`config.mk`:
```
export PLATFORM = sky130hd
export DESIGN_NAME = nic_cmd_regfile
export DESIGN_NICKNAME = d
export VERILOG_FILES = /design/src/rtl/nicreg_pkg.sv /design/src/rtl/nicreg_store.sv /design/src/rtl/nicreg_cmd.sv /design/src/rtl/nicreg_istat.sv /design/src/rtl/nic_cmd_regfile.sv
export SDC_FILE = /design/constraint.sdc
export NUM_CORES = 1
export LEC_CHECK = 0
export ABC_AREA = 1
export BUFFER_PORTS_ARGS = -buffer_cell sky130_fd_sc_hd__buf_2
export CAP_MARGIN = 10
export CORE_ASPECT_RATIO = 1.1
export CORE_MARGIN = 3
export CORE_UTILIZATION = 30
export DETAILED_ROUTE_END_ITERATION = 10
export HOLD_SLACK_MARGIN = 0.12
export MAX_ROUTING_LAYER = met4
export PLACE_DENSITY = 0.55
export SYNTH_ARGS = -nofsm -noshare
export SYNTH_HDL_FRONTEND = slang
export SYNTH_SLANG_ARGS = --single-unit
```
`constraint.sdc`:
```
create_clock -name clk -period 12.9 [get_ports clk]
set_clock_uncertainty 0.05 [all_clocks]
set_input_delay 2.58 -clock clk [delete_from_list [all_inputs] [get_ports clk]]
set_output_delay 2.58 -clock clk [all_outputs]
set_load 0.02 [all_outputs]
```
`src/rtl/nicreg_pkg.sv`:
```
package nicreg_pkg;
  localparam int DW = 16;
  localparam int AW = 6;

  localparam logic [AW-1:0] A_CMD    = 6'h00;
  localparam logic [AW-1:0] A_DCFG   = 6'h01;
  localparam logic [AW-1:0] A_RXCTL  = 6'h02;
  localparam logic [AW-1:0] A_TXCTL  = 6'h03;
  localparam logic [AW-1:0] A_IMASK  = 6'h04;
  localparam logic [AW-1:0] A_ISTAT  = 6'h05;
  localparam logic [AW-1:0] A_EOB    = 6'h13;
  localparam logic [AW-1:0] A_RING_LO = 6'h15;
  localparam logic [AW-1:0] A_RING_HI = 6'h18;
  localparam logic [AW-1:0] A_CAMP_LO = 6'h22;
  localparam logic [AW-1:0] A_CAMP_HI = 6'h24;
  localparam logic [AW-1:0] A_CAMEN  = 6'h25;
  localparam logic [AW-1:0] A_REV    = 6'h28;
  localparam logic [AW-1:0] A_SEQ    = 6'h2B;
  localparam logic [AW-1:0] A_TALLY_LO = 6'h2C;
  localparam logic [AW-1:0] A_TALLY_HI = 6'h2E;
  localparam logic [AW-1:0] A_ROSTAT = 6'h2F;
  localparam logic [AW-1:0] A_DCFG2  = 6'h3F;

  // command bit positions
  localparam int C_HALT  = 0;
  localparam int C_TX    = 1;
  localparam int C_RXDIS = 2;
  localparam int C_RXEN  = 3;
  localparam int C_TSTOP = 4;
  localparam int C_TSTRT = 5;
  localparam int C_SRST  = 7;
  localparam int C_RDRES = 8;
  localparam int C_LDCAM = 9;

  localparam logic [DW-1:0] CMD_MASK    = 16'h03BF;
  localparam logic [DW-1:0] CMD_RST_VAL = 16'h0094;
  localparam logic [DW-1:0] DCFG_MASK   = 16'hBFFF;
  localparam logic [DW-1:0] DCFG2_MASK  = 16'hF017;
  localparam logic [DW-1:0] RXCTL_MASK  = 16'hFFE0;
  localparam logic [DW-1:0] TXCTL_MASK  = 16'hF000;
  localparam logic [DW-1:0] IMASK_MASK  = 16'h7FFF;
  localparam logic [DW-1:0] EOB_RST_VAL = 16'h02F8;
  localparam logic [DW-1:0] REV_VAL     = 16'h0004;
  localparam int            ST_EXHAUST  = 5;
endpackage

```
`src/rtl/nicreg_store.sv`:
```
module nicreg_store #(
  parameter int AW = nicreg_pkg::AW,
  parameter int DW = nicreg_pkg::DW
) (
  input  logic          clk,
  input  logic          we,
  input  logic [AW-1:0] addr,
  input  logic [DW-1:0] wd,
  output logic [DW-1:0] rd
);
  localparam int DEPTH = 1 << AW;
  logic [DW-1:0] mem [DEPTH];

  always_ff @(posedge clk) begin
    if (we) mem[addr] <= wd;
    rd <= mem[addr];
  end
endmodule

```
`src/rtl/nicreg_cmd.sv`:
```
module nicreg_cmd
  import nicreg_pkg::*;
(
  input  logic          clk,
  input  logic          rst,
  input  logic          we,
  input  logic [DW-1:0] wdata,
  input  logic          tx_done,
  input  logic          rra_done,
  input  logic          cam_done,
  output logic [DW-1:0] cr_o,
  output logic [DW-1:0] pulse_o
);
  logic [DW-1:0] cr_q, cr_d;
  logic          release_only;
  logic [DW-1:0] wm;

  assign wm           = wdata & CMD_MASK;
  assign release_only = cr_q[C_SRST] && !wdata[C_SRST];

  always_comb begin
    cr_d = cr_q;
    if (tx_done)  cr_d[C_TX]    = 1'b0;
    if (rra_done) cr_d[C_RDRES] = 1'b0;
    if (cam_done) cr_d[C_LDCAM] = 1'b0;
    if (we) begin
      if (release_only) begin
        cr_d[C_SRST] = 1'b0;
      end else begin
        if (wm[C_SRST]) begin
          cr_d[C_LDCAM] = 1'b0;
          cr_d[C_RDRES] = 1'b0;
          cr_d[C_TX]    = 1'b0;
          cr_d[C_HALT]  = 1'b0;
        end
        cr_d = cr_d | wm;
        if (wm[C_RXDIS]) cr_d[C_RXEN]  = 1'b0;
        if (wm[C_RXEN])  cr_d[C_RXDIS] = 1'b0;
        if (wm[C_TSTOP]) cr_d[C_TSTRT] = 1'b0;
        if (wm[C_TSTRT]) cr_d[C_TSTOP] = 1'b0;
        if (wm[C_SRST])  cr_d[C_RXDIS] = 1'b1;
      end
    end
  end

  always_ff @(posedge clk) begin
    if (rst) begin
      cr_q    <= CMD_RST_VAL;
      pulse_o <= '0;
    end else begin
      cr_q    <= cr_d;
      pulse_o <= (we && !release_only) ? wm : '0;
    end
  end

  assign cr_o = cr_q;

  // reset-release write only drops the reset bit
  a_r5_release_only: assert property (@(posedge clk) disable iff (rst)
    (we && cr_q[C_SRST] && !wdata[C_SRST]) |=> (pulse_o == '0 && !cr_q[C_SRST]));
  // software reset leaves reset and rx-disable set
  a_r8_swrst_bits: assert property (@(posedge clk) disable iff (rst)
    (we && wdata[C_SRST]) |=> (cr_q[C_SRST] && cr_q[C_RXDIS]));
  // done without a competing write clears the transmit bit
  a_r9_tx_done: assert property (@(posedge clk) disable iff (rst)
    (tx_done && !we) |=> !cr_q[C_TX]);
  // pulses never carry reserved bits
  a_r6_pulse_bits: assert property (@(posedge clk) disable iff (rst)
    (pulse_o & ~CMD_MASK) == '0);
endmodule

```
`src/rtl/nicreg_istat.sv`:
```
module nicreg_istat
  import nicreg_pkg::*;
(
  input  logic          clk,
  input  logic          rst,
  input  logic          we_mask,
  input  logic          we_stat,
  input  logic [DW-1:0] wdata,
  input  logic [DW-1:0] stat_set,
  output logic [DW-1:0] mask_o,
  output logic [DW-1:0] stat_o,
  output logic          rdres_o,
  output logic          irq_o
);
  logic [DW-1:0] mask_q, stat_q, clr;

  assign clr = we_stat ? (wdata & stat_q) : '0;

  always_ff @(posedge clk) begin
    if (rst) begin
      mask_q  <= '0;
      stat_q  <= '0;
      rdres_o <= 1'b0;
      irq_o   <= 1'b0;
    end else begin
      if (we_mask) mask_q <= wdata & IMASK_MASK;
      stat_q  <= (stat_q & ~clr) | stat_set;
      rdres_o <= clr[ST_EXHAUST];
      irq_o   <= |(mask_q & stat_q);
    end
  end

  assign mask_o = mask_q;
  assign stat_o = stat_q;

  // an empty mask keeps the line low
  a_r2_masked_off: assert property (@(posedge clk) disable iff (rst)
    (mask_q == '0) |=> !irq_o);
  // written ones that were set are gone unless re-raised
  a_r3_w1c: assert property (@(posedge clk) disable iff (rst)
    (we_stat && stat_set == '0) |=> ((stat_q & $past(wdata & stat_q)) == '0));
  // clearing the exhausted bit requests a resource read
  a_r4_rdres: assert property (@(posedge clk) disable iff (rst)
    (we_stat && wdata[ST_EXHAUST] && stat_q[ST_EXHAUST]) |=> rdres_o);
endmodule

```
`src/rtl/nic_cmd_regfile.sv`:
```
module nic_cmd_regfile
  import nicreg_pkg::*;
#(
  parameter int AW_P = nicreg_pkg::AW,
  parameter int DW_P = nicreg_pkg::DW
) (
  input  logic            clk,
  input  logic            rst,
  input  logic            host_we,
  input  logic [AW_P-1:0] host_addr,
  input  logic [DW_P-1:0] host_wdata,
  output logic [DW_P-1:0] host_rdata,
  input  logic            tx_done,
  input  logic            rra_done,
  input  logic            cam_done,
  input  logic [DW_P-1:0] stat_set,
  output logic [DW_P-1:0] cmd_pulse,
  output logic            irq
);
  logic [DW-1:0] cr, imask, istat, cmd_pls;
  logic          rdres;
  logic [DW-1:0] dcfg2_q, eob_q, seq_q, camen_q;
  logic [DW-1:0] spec_val, spec_q, mem_wd, mem_rd;
  logic          is_spec, spec_sel_q, mem_we, in_srst;

  assign in_srst = cr[C_SRST];

  nicreg_cmd u_cmd (
    .clk(clk), .rst(rst),
    .we(host_we && host_addr == A_CMD),
    .wdata(host_wdata),
    .tx_done(tx_done), .rra_done(rra_done), .cam_done(cam_done),
    .cr_o(cr), .pulse_o(cmd_pls)
  );

  nicreg_istat u_ist (
    .clk(clk), .rst(rst),
    .we_mask(host_we && host_addr == A_IMASK),
    .we_stat(host_we && host_addr == A_ISTAT),
    .wdata(host_wdata), .stat_set(stat_set),
    .mask_o(imask), .stat_o(istat), .rdres_o(rdres), .irq_o(irq)
  );

  // registers held in flops, and read-only decode
  always_comb begin
    is_spec  = 1'b1;
    spec_val = '0;
    case (host_addr)
      A_CMD:    spec_val = cr;
      A_IMASK:  spec_val = imask;
      A_ISTAT:  spec_val = istat;
      A_DCFG2:  spec_val = dcfg2_q;
      A_EOB:    spec_val = eob_q;
      A_SEQ:    spec_val = seq_q;
      A_CAMEN:  spec_val = camen_q;
      A_REV:    spec_val = REV_VAL;
      A_ROSTAT: spec_val = '0;
      default: begin
        if (host_addr >= A_CAMP_LO && host_addr <= A_CAMP_HI) spec_val = '0;
        else is_spec = 1'b0;
      end
    endcase
  end

  // write transform for registers kept in the array
  always_comb begin
    mem_wd = host_wdata;
    if (host_addr == A_DCFG)       mem_wd = host_wdata & DCFG_MASK;
    else if (host_addr == A_RXCTL) mem_wd = host_wdata & RXCTL_MASK;
    else if (host_addr == A_TXCTL) mem_wd = host_wdata & TXCTL_MASK;
    else if (host_addr >= A_RING_LO && host_addr <= A_RING_HI)
      mem_wd = {host_wdata[DW-1:1], 1'b0};
    else if (host_addr >= A_TALLY_LO && host_addr <= A_TALLY_HI)
      mem_wd = ~host_wdata;
  end

  assign mem_we = host_we && !is_spec && !(host_addr == A_DCFG && !in_srst);

  nicreg_store #(.AW(AW_P), .DW(DW_P)) u_mem (
    .clk(clk), .we(mem_we), .addr(host_addr), .wd(mem_wd), .rd(mem_rd)
  );

  always_ff @(posedge clk) begin
    if (rst) begin
      dcfg2_q    <= '0;
      eob_q      <= EOB_RST_VAL;
      seq_q      <= '0;
      camen_q    <= '0;
      spec_q     <= '0;
      spec_sel_q <= 1'b1;
    end else begin
      if (host_we && host_addr == A_DCFG2 && in_srst) dcfg2_q <= host_wdata & DCFG2_MASK;
      if (host_we && host_addr == A_EOB)   eob_q   <= host_wdata;
      if (host_we && host_addr == A_SEQ)   seq_q   <= host_wdata;
      if (host_we && host_addr == A_CAMEN) camen_q <= host_wdata;
      spec_q     <= spec_val;
      spec_sel_q <= is_spec;
    end
  end

  assign host_rdata = spec_sel_q ? spec_q : mem_rd;
  assign cmd_pulse  = cmd_pls | (DW'(rdres) << C_RDRES);

  // the second configuration register is frozen outside reset mode
  a_r10_dcfg2_locked: assert property (@(posedge clk) disable iff (rst)
    (!in_srst) |=> $stable(dcfg2_q));
  // revision reads as a constant
  a_r13_rev_const: assert property (@(posedge clk) disable iff (rst)
    (host_addr == A_REV) |=> (host_rdata == REV_VAL));
endmodule

```
==> flow_summary.yaml, run 1 <==
critical_path:
  crit_start: "host_addr[1]"
  crit_path_end_kind: "register"
  crit_buf_inv: 3
  worst_setup_path_start_kind: "input port"
  crit_family: "simple AND/OR/NAND/NOR gates"
  r2r-end: "u_mem.mem[10][13]"
  rr_worst_depth: 4
  crit_type: "in2reg"
  cp.arrival_ns: 6.68
  crit_slowest_cell: "nor2_2"
  path_cells: "buf_8 > buf_4 > inv_8 > nand2_2 > nor2_2 > nand2_2 > o211ai_1 > nor2_4 > nand3_4 > nor2_2"
  rrSetupSlack_ns: 9.80
  timing.rr.start: "u_cmd.cr_o[7]"
  slowest_delay_ns: 0.99
  required_ns: 13.19
  worstPathMaxFanout: 112
yosys:
  async_flop_share_pct: 0
  syn_area_um2: 49890
  ys_warn_count: 0
  yosysUniqueCellTypes: 41
  synth_common_cells: "2,342 x nand2_1, 1,024 x edfxtp_1, 538 x inv_1, 251 x nand3_1, 228 x nor2_1"
  ys_seq_elements: 1164
  yosysTopAreaCellShare_pct: 61.63
  ys_seq_area_share_pct: 67.25
  synth-edff-count: 1024
  avgSynthCellArea_um2: 9.705
  synthTopCellsByArea: "edfxtp_1 62%, nand2_1 18%, dfxtp_1 5.6%"
  syn_inst: 5141
  yosysMostFrequentCell: "nand2_1"
  ys.flop_type: "edfxtp_1"
  synth_area_leader_cell: "edfxtp_1"
power:
  p_per_area_nw_per_um2: 143.9
  ir_worst_vdd_mv: 0.1164
  p_leak_uw: 0.02415
  swShare_pct: 24.12
  switching_power_uw: 1971
  combPwrFrac_pct: 7.6
  sequentialPowerShare_pct: 52.2
  p_clk_share_pct: 40.2
  p_int_uw: 6201
drt:
  drc: 0
  vias: 34527
  wl_per_cell_um: 18.13
  drt_pass1_iterations: 6
  route.antenna.remaining_nets: 0
  drt-vias-per-instance: 4.513
  wl_mm: 138.7
  first_iter_violations: 3333
place:
  place.gp.congestion: 0.8914
  hpwl_mm: 82.83
  dp_slack_ns: 5.699
  io_buffers: 69
sta:
  relSlewSlack_pct: 33.53
  fin_crit_sh_pct: 49.51
  fin_hold_ws_ns: 0.3963
  fmax_ghz: 0.1566
  drv_slew: 0
  worstMarginPinSlew_ns: 0.9971
  period_minus_slack_ns: 6.387
  setup_tns_ns: 0
  hold_viol: 0
  setup_viol: 0
  rsz0062_at_grt: "false"
  worst_slack_ns: 6.513
status:
  status: "finished, final reports clean"
floorplan:
  die_w_um: 394.8
  num_rows: 156
  core-area_um2: 164700
  dieHeight_um: 433.7
  start_util_pct: 30.29
  die_area_um2: 171200
  ios: 77
job:
  maxCapViolations: 0
grt:
  grt_pass1_vias: 32759
  grt_max_degree: 119
  grtUsageTotal_pct: 16.38
  grt_pass1_wl_mm: 206.1
  overflow: 0
  grt_antenna_before_repair: 8
cts:
  cts.sinks: 1164
  cts_hold_buf: 0
  clockBufferDepth: 3
  cts.reportedPaths.clkPinSlew_ns: 0.06
  cts-root-buf: "clkbuf_16"
  insertion_delay_ns: 0.73
  cts_setup_buffers: 0
  htree_num_levels: 3
  cts_tree: "yes"
  cts_resized: 0
  numCtsBuffers: 114
min_path:
  worstHoldPathType: "reg2reg"
  holdCritStartpoint: "seq_q[6]"
  hold_end: "seq_q[6]"
  min_delay_path_depth: 2
layout:
  drive_gt1_share_pct: 7.729
  area_growth_pct: 13.80
  nets: 5382
-- metrics by stage --
| step | cell area [µm²] | std cells | power (µW) | utilization, % |
|---|---|---|---|---|
| detailed placement | 53130 | 7434 | 4969 | 32.25 |
| global route | 56780 | 7650 | 8452 | 34.47 |
| CTS | 56770 | 7646 | 8235 | 34.46 |
| global placement | 53130 | 7434 | 4965 | 32.25 |
| finish | 56780 | 7650 | 8172 | 34.47 |
| floorplan | 50630 | 5339 | 4707 | - |
-- how the worst max path moves through the flow --
stage / to / slack, ns / depth (start not counted)
after global placement: u_mem.mem[1][1] / 5.72 / 10
after CTS: u_mem.mem[39][4] / 6.49 / 10
after floorplan: u_mem.mem[0][0] / 6.20 / 8
after detailed placement: u_mem.mem[48][14] / 5.70 / 10
after global routing: u_mem.mem[48][5] / 6.26 / 10
final: u_mem.mem[10][13] / 6.51 / 10
-- cells in the final DEF (no fill, tap or decap), drive strengths merged --
cell	Yosys	layout
a21oi	102	102
nor2	275	275
bufinv	0	8
o221ai	1	1
a41oi	1	1
o21a	1	1
nand3	252	252
edfxtp	1024	1024
o22ai	6	6
or2	1	1
conb	1	199
nand4	8	8
inv	554	560
o21ai	117	117
nand3b	1	1
clkinvlp	0	6
nand2	2356	2356
a221oi	1	1
xor2	4	4
buf	161	133
nor3	5	5
a31oi	5	5
and3	1	1
dfxtp	140	140
a211oi	9	9
clkbuf	89	146
clkinv	1	47
o211ai	7	7
nor4	1	1
mux2	16	16
a22oi	1	1
diode	0	4
-- flip-flops by register name, summed over array words and instances, names as in the netlist --
register and flops:
spec_q 16, u_ist.irq_o 1, u_ist.stat_o 16, camen_q 16, dcfg2_q 8, seq_q 16, u_ist.mask_o 15, u_cmd.pulse_o 9
eob_q 16, u_mem.rd 16, u_cmd.cr_o 9, spec_sel_q 1, u_ist.rdres_o 1, u_mem.mem 1024
-- cell type report --
| class | count | area [µm²] |
|---|---|---|
| Sequential cell | 1164 | 33550 |
| Clock buffer | 146 | 3055 |
| Multi-Input combinational cell | 3370 | 13860 |
| Clock inverter | 66 | 581.8 |
| Antenna cell | 4 | 10.01 |
| Tap cell | 2212 | 2768 |
| Fill cell | 16819 | 108000 |
| Timing Repair Buffer | 133 | 845.8 |
| Inverter | 555 | 2101 |
-- layer usage --
metal | part of all wire [%] | global-route usage [%] | vias to the layer above
li1 | - | - | 16590
met1 | 42 | 20.62 | 16563
met4 | 4.4 | 7.225 | 0
met3 | 6.2 | 2.386 | 250
met5 | 0 | - | -
met2 | 47 | 26.36 | 1124
-- power by group through the flow --
| stage | combinational, µW | clock (µW) | sequential (µW) |
|---|---|---|---|
| 4_1_cts | 622 | 3340 | 4270 |
| 3_5_place_dp | 620 | 0 | 4350 |
| 3_3_place_gp | 618 | 0 | 4350 |
| 2_1_floorplan | 372 | 0 | 4340 |
| 6_report | 619 | 3280 | 4270 |
| 5_1_grt | 682 | 3500 | 4270 |
-- worst register-to-register path: cells and delay by family (launching register included) --
| kind | cells | cell delay [ns] |
|---|---|---|
| and+or+nand+nor | 2 | 1.70 |
| AOI/OAI and AO/OA | 1 | 0.40 |
| DFF | 1 | 0.38 |
| buffers and inverters | 1 | 0.17 |
-- logic make-up (layout without fill, tap and decap cells) --
group                     after synthesis  count (layout)  synth area share (%)
and+or+nand+nor                      2900            2900                 22.93
DFF                                  1164            1164                 67.25
buffers and inverters                 805             900                 6.706
AOI/OAI and AO/OA                     251             251                 2.671
muxes                                  16              16                0.3611
xor gates and xnor gates                4               4               0.07021
other                                   1             203              0.007516
(Power assumes the default switching activity.)
==> inputs of run 2 (changes only) <==
--- a/config.mk
+++ b/config.mk
@@ -14,7 +14,7 @@
 export DETAILED_ROUTE_END_ITERATION = 10
 export HOLD_SLACK_MARGIN = 0.12
 export MAX_ROUTING_LAYER = met4
-export PLACE_DENSITY = 0.55
+export PLACE_DENSITY = 0.57
 export SYNTH_ARGS = -nofsm -noshare
 export SYNTH_HDL_FRONTEND = slang
 export SYNTH_SLANG_ARGS = --single-unit
==> constraint.sdc (replaced) <==
create_clock -name clk -period 5.3 [get_ports clk]
set_clock_uncertainty 0.05 [all_clocks]
set_input_delay 1.06 -clock clk [delete_from_list [all_inputs] [get_ports clk]]
set_output_delay 1.06 -clock clk [all_outputs]
set_load 0.02 [all_outputs]
==> flow_summary.yaml, run 2 (synthesized netlist as in run 1, its figures left out) <==
sta:
  drv_slew: 0
  period_minus_slack_ns: 3.543
  setup_tns_ns: 0
  worst_slack_ns: 1.757
  fin_crit_sh_pct: 66.84
  fmax_ghz: 0.2823
  relSlewSlack_pct: 21.42
  setup_viol: 0
  worstMarginPinSlew_ns: 1.177
  hold_viol: 0
  rsz0062_at_grt: "false"
floorplan:
  core-area_um2: 164700
  num_rows: 156
  die_w_um: 394.8
  ios: 77
  start_util_pct: 30.29
  die_area_um2: 171200
  dieHeight_um: 433.7
cts:
  cts_setup_buffers: 0
  cts.sinks: 1164
  cts-root-buf: "clkbuf_16"
  insertion_delay_ns: 0.72
  cts.reportedPaths.clkPinSlew_ns: 0.06
  clockBufferDepth: 3
  cts_resized: 0
  cts_hold_buf: 0
  htree_num_levels: 3
  cts_tree: "yes"
  numCtsBuffers: 112
grt:
  grt_pass1_vias: 32517
  grtUsageTotal_pct: 16.19
  use_met1_pct: 20.46
  grt_max_degree: 171
  grt_antenna_before_repair: 8
  overflow: 0
  met3_usage_pct: 2.360
  grt_busiest_layer: "met2"
  use_met2_pct: 26.47
  grt_pass1_wl_mm: 205.1
drt:
  vias: 34434
  route.antenna.remaining_nets: 0
  first_iter_violations: 3072
  wl_per_cell_um: 17.90
  drc: 0
  wl_mm: 137.6
  drt-vias-per-instance: 4.479
  drt_pass1_iterations: 7
critical_path:
  cp.arrival_ns: 3.82
  crit_type: "in2reg"
  crit_path_end_kind: "register"
  required_ns: 5.57
  worst_setup_path_start_kind: "input port"
  worstPathMaxFanout: 49
layout:
  final_util_pct: 34.82
  final_cell_mix: "2,342 x nand2_1, 1,024 x edfxtp_1, 530 x inv_1"
  area_growth_pct: 14.97
  seq_area_um2: 33550
  drive_gt1_share_pct: 8.227
  fillers: 16685
  top_register: "u_mem.mem"
  multi_input_area_um2: 13870
  nets: 5418
  largest_reg_flops: 1024
  mostFrequentLayoutCell: "nand2_1"
status:
  status: "finished, final reports clean"
power:
  finalPower_uw: 19960
  ir_worst_vdd_mv: 0.2534
  p_per_area_nw_per_um2: 348.0
  p_leak_uw: 0.02445
place:
  io_buffers: 69
  hpwl_mm: 80.57
  place.gp.congestion: 0.8840
  dp_slack_ns: 1.020
min_path:
  worstHoldPathType: "reg2reg"
job:
  maxCapViolations: 0
run 2: power by group:
part / leakage, µW / total, µW / switching, µW / internal [µW]
Sequential: 0.0105 / 10400 / 87.0 / 10300
Clock: 0.00180 / 8050 / 3460 / 4600
Combinational: 0.0121 / 1520 / 1160 / 356
run 2: path summary, 6_finish.rpt:
check                              startpoint                end  slack [ns]  depth (start not counted)
worst min register to register      seq_q[10]          seq_q[10]        0.40                          2
worst min-delay path                seq_q[10]          seq_q[10]        0.40                          2
worst max-delay path             host_addr[1]  u_mem.mem[13][12]        1.76                          9
worst max register to register  u_cmd.cr_o[7]  u_mem.mem[13][12]        2.46                          4
run 2: critical path, stage by stage:
cell,delay [ns]
buf_8,0.35
inv_8,0.20
nand2_2,0.14
nor2_2,0.08
nand2_2,0.16
o211ai_1,0.15
nor2_4,0.23
nand3_4,0.46
nor2_2,0.93
run 2: metrics by stage:
step                hold slack [ns]  instances  cell area (µm²)
floorplan                    0.3738       5339            50630
global placement             0.3847       7469            53610
detailed placement           0.3906       7469            53610
CTS                          0.4002       7679            57280
global route                 0.4305       7687            57360
finish                       0.4005       7688            57360
run 2: layout make-up:
type                            count  area share, %
Antenna cell                        6        0.02618
Clock buffer                      160          5.674
Clock inverter                     50         0.7329
Inverter                          555          3.660
Multi-Input combinational cell   3370          24.18
Sequential cell                  1164          58.50
Tap cell                         2212          4.825
Timing Repair Buffer              171          2.408
run 2: per-layer routing:
metal | wire (µm) | vias up | part of all wire (%)
met4 | 5069 | 0 | 3.7
met2 | 65860 | 1119 | 48
li1 | - | 16660 | -
met5 | 0 | - | 0
met3 | 8812 | 242 | 6.4
met1 | 57850 | 16413 | 42
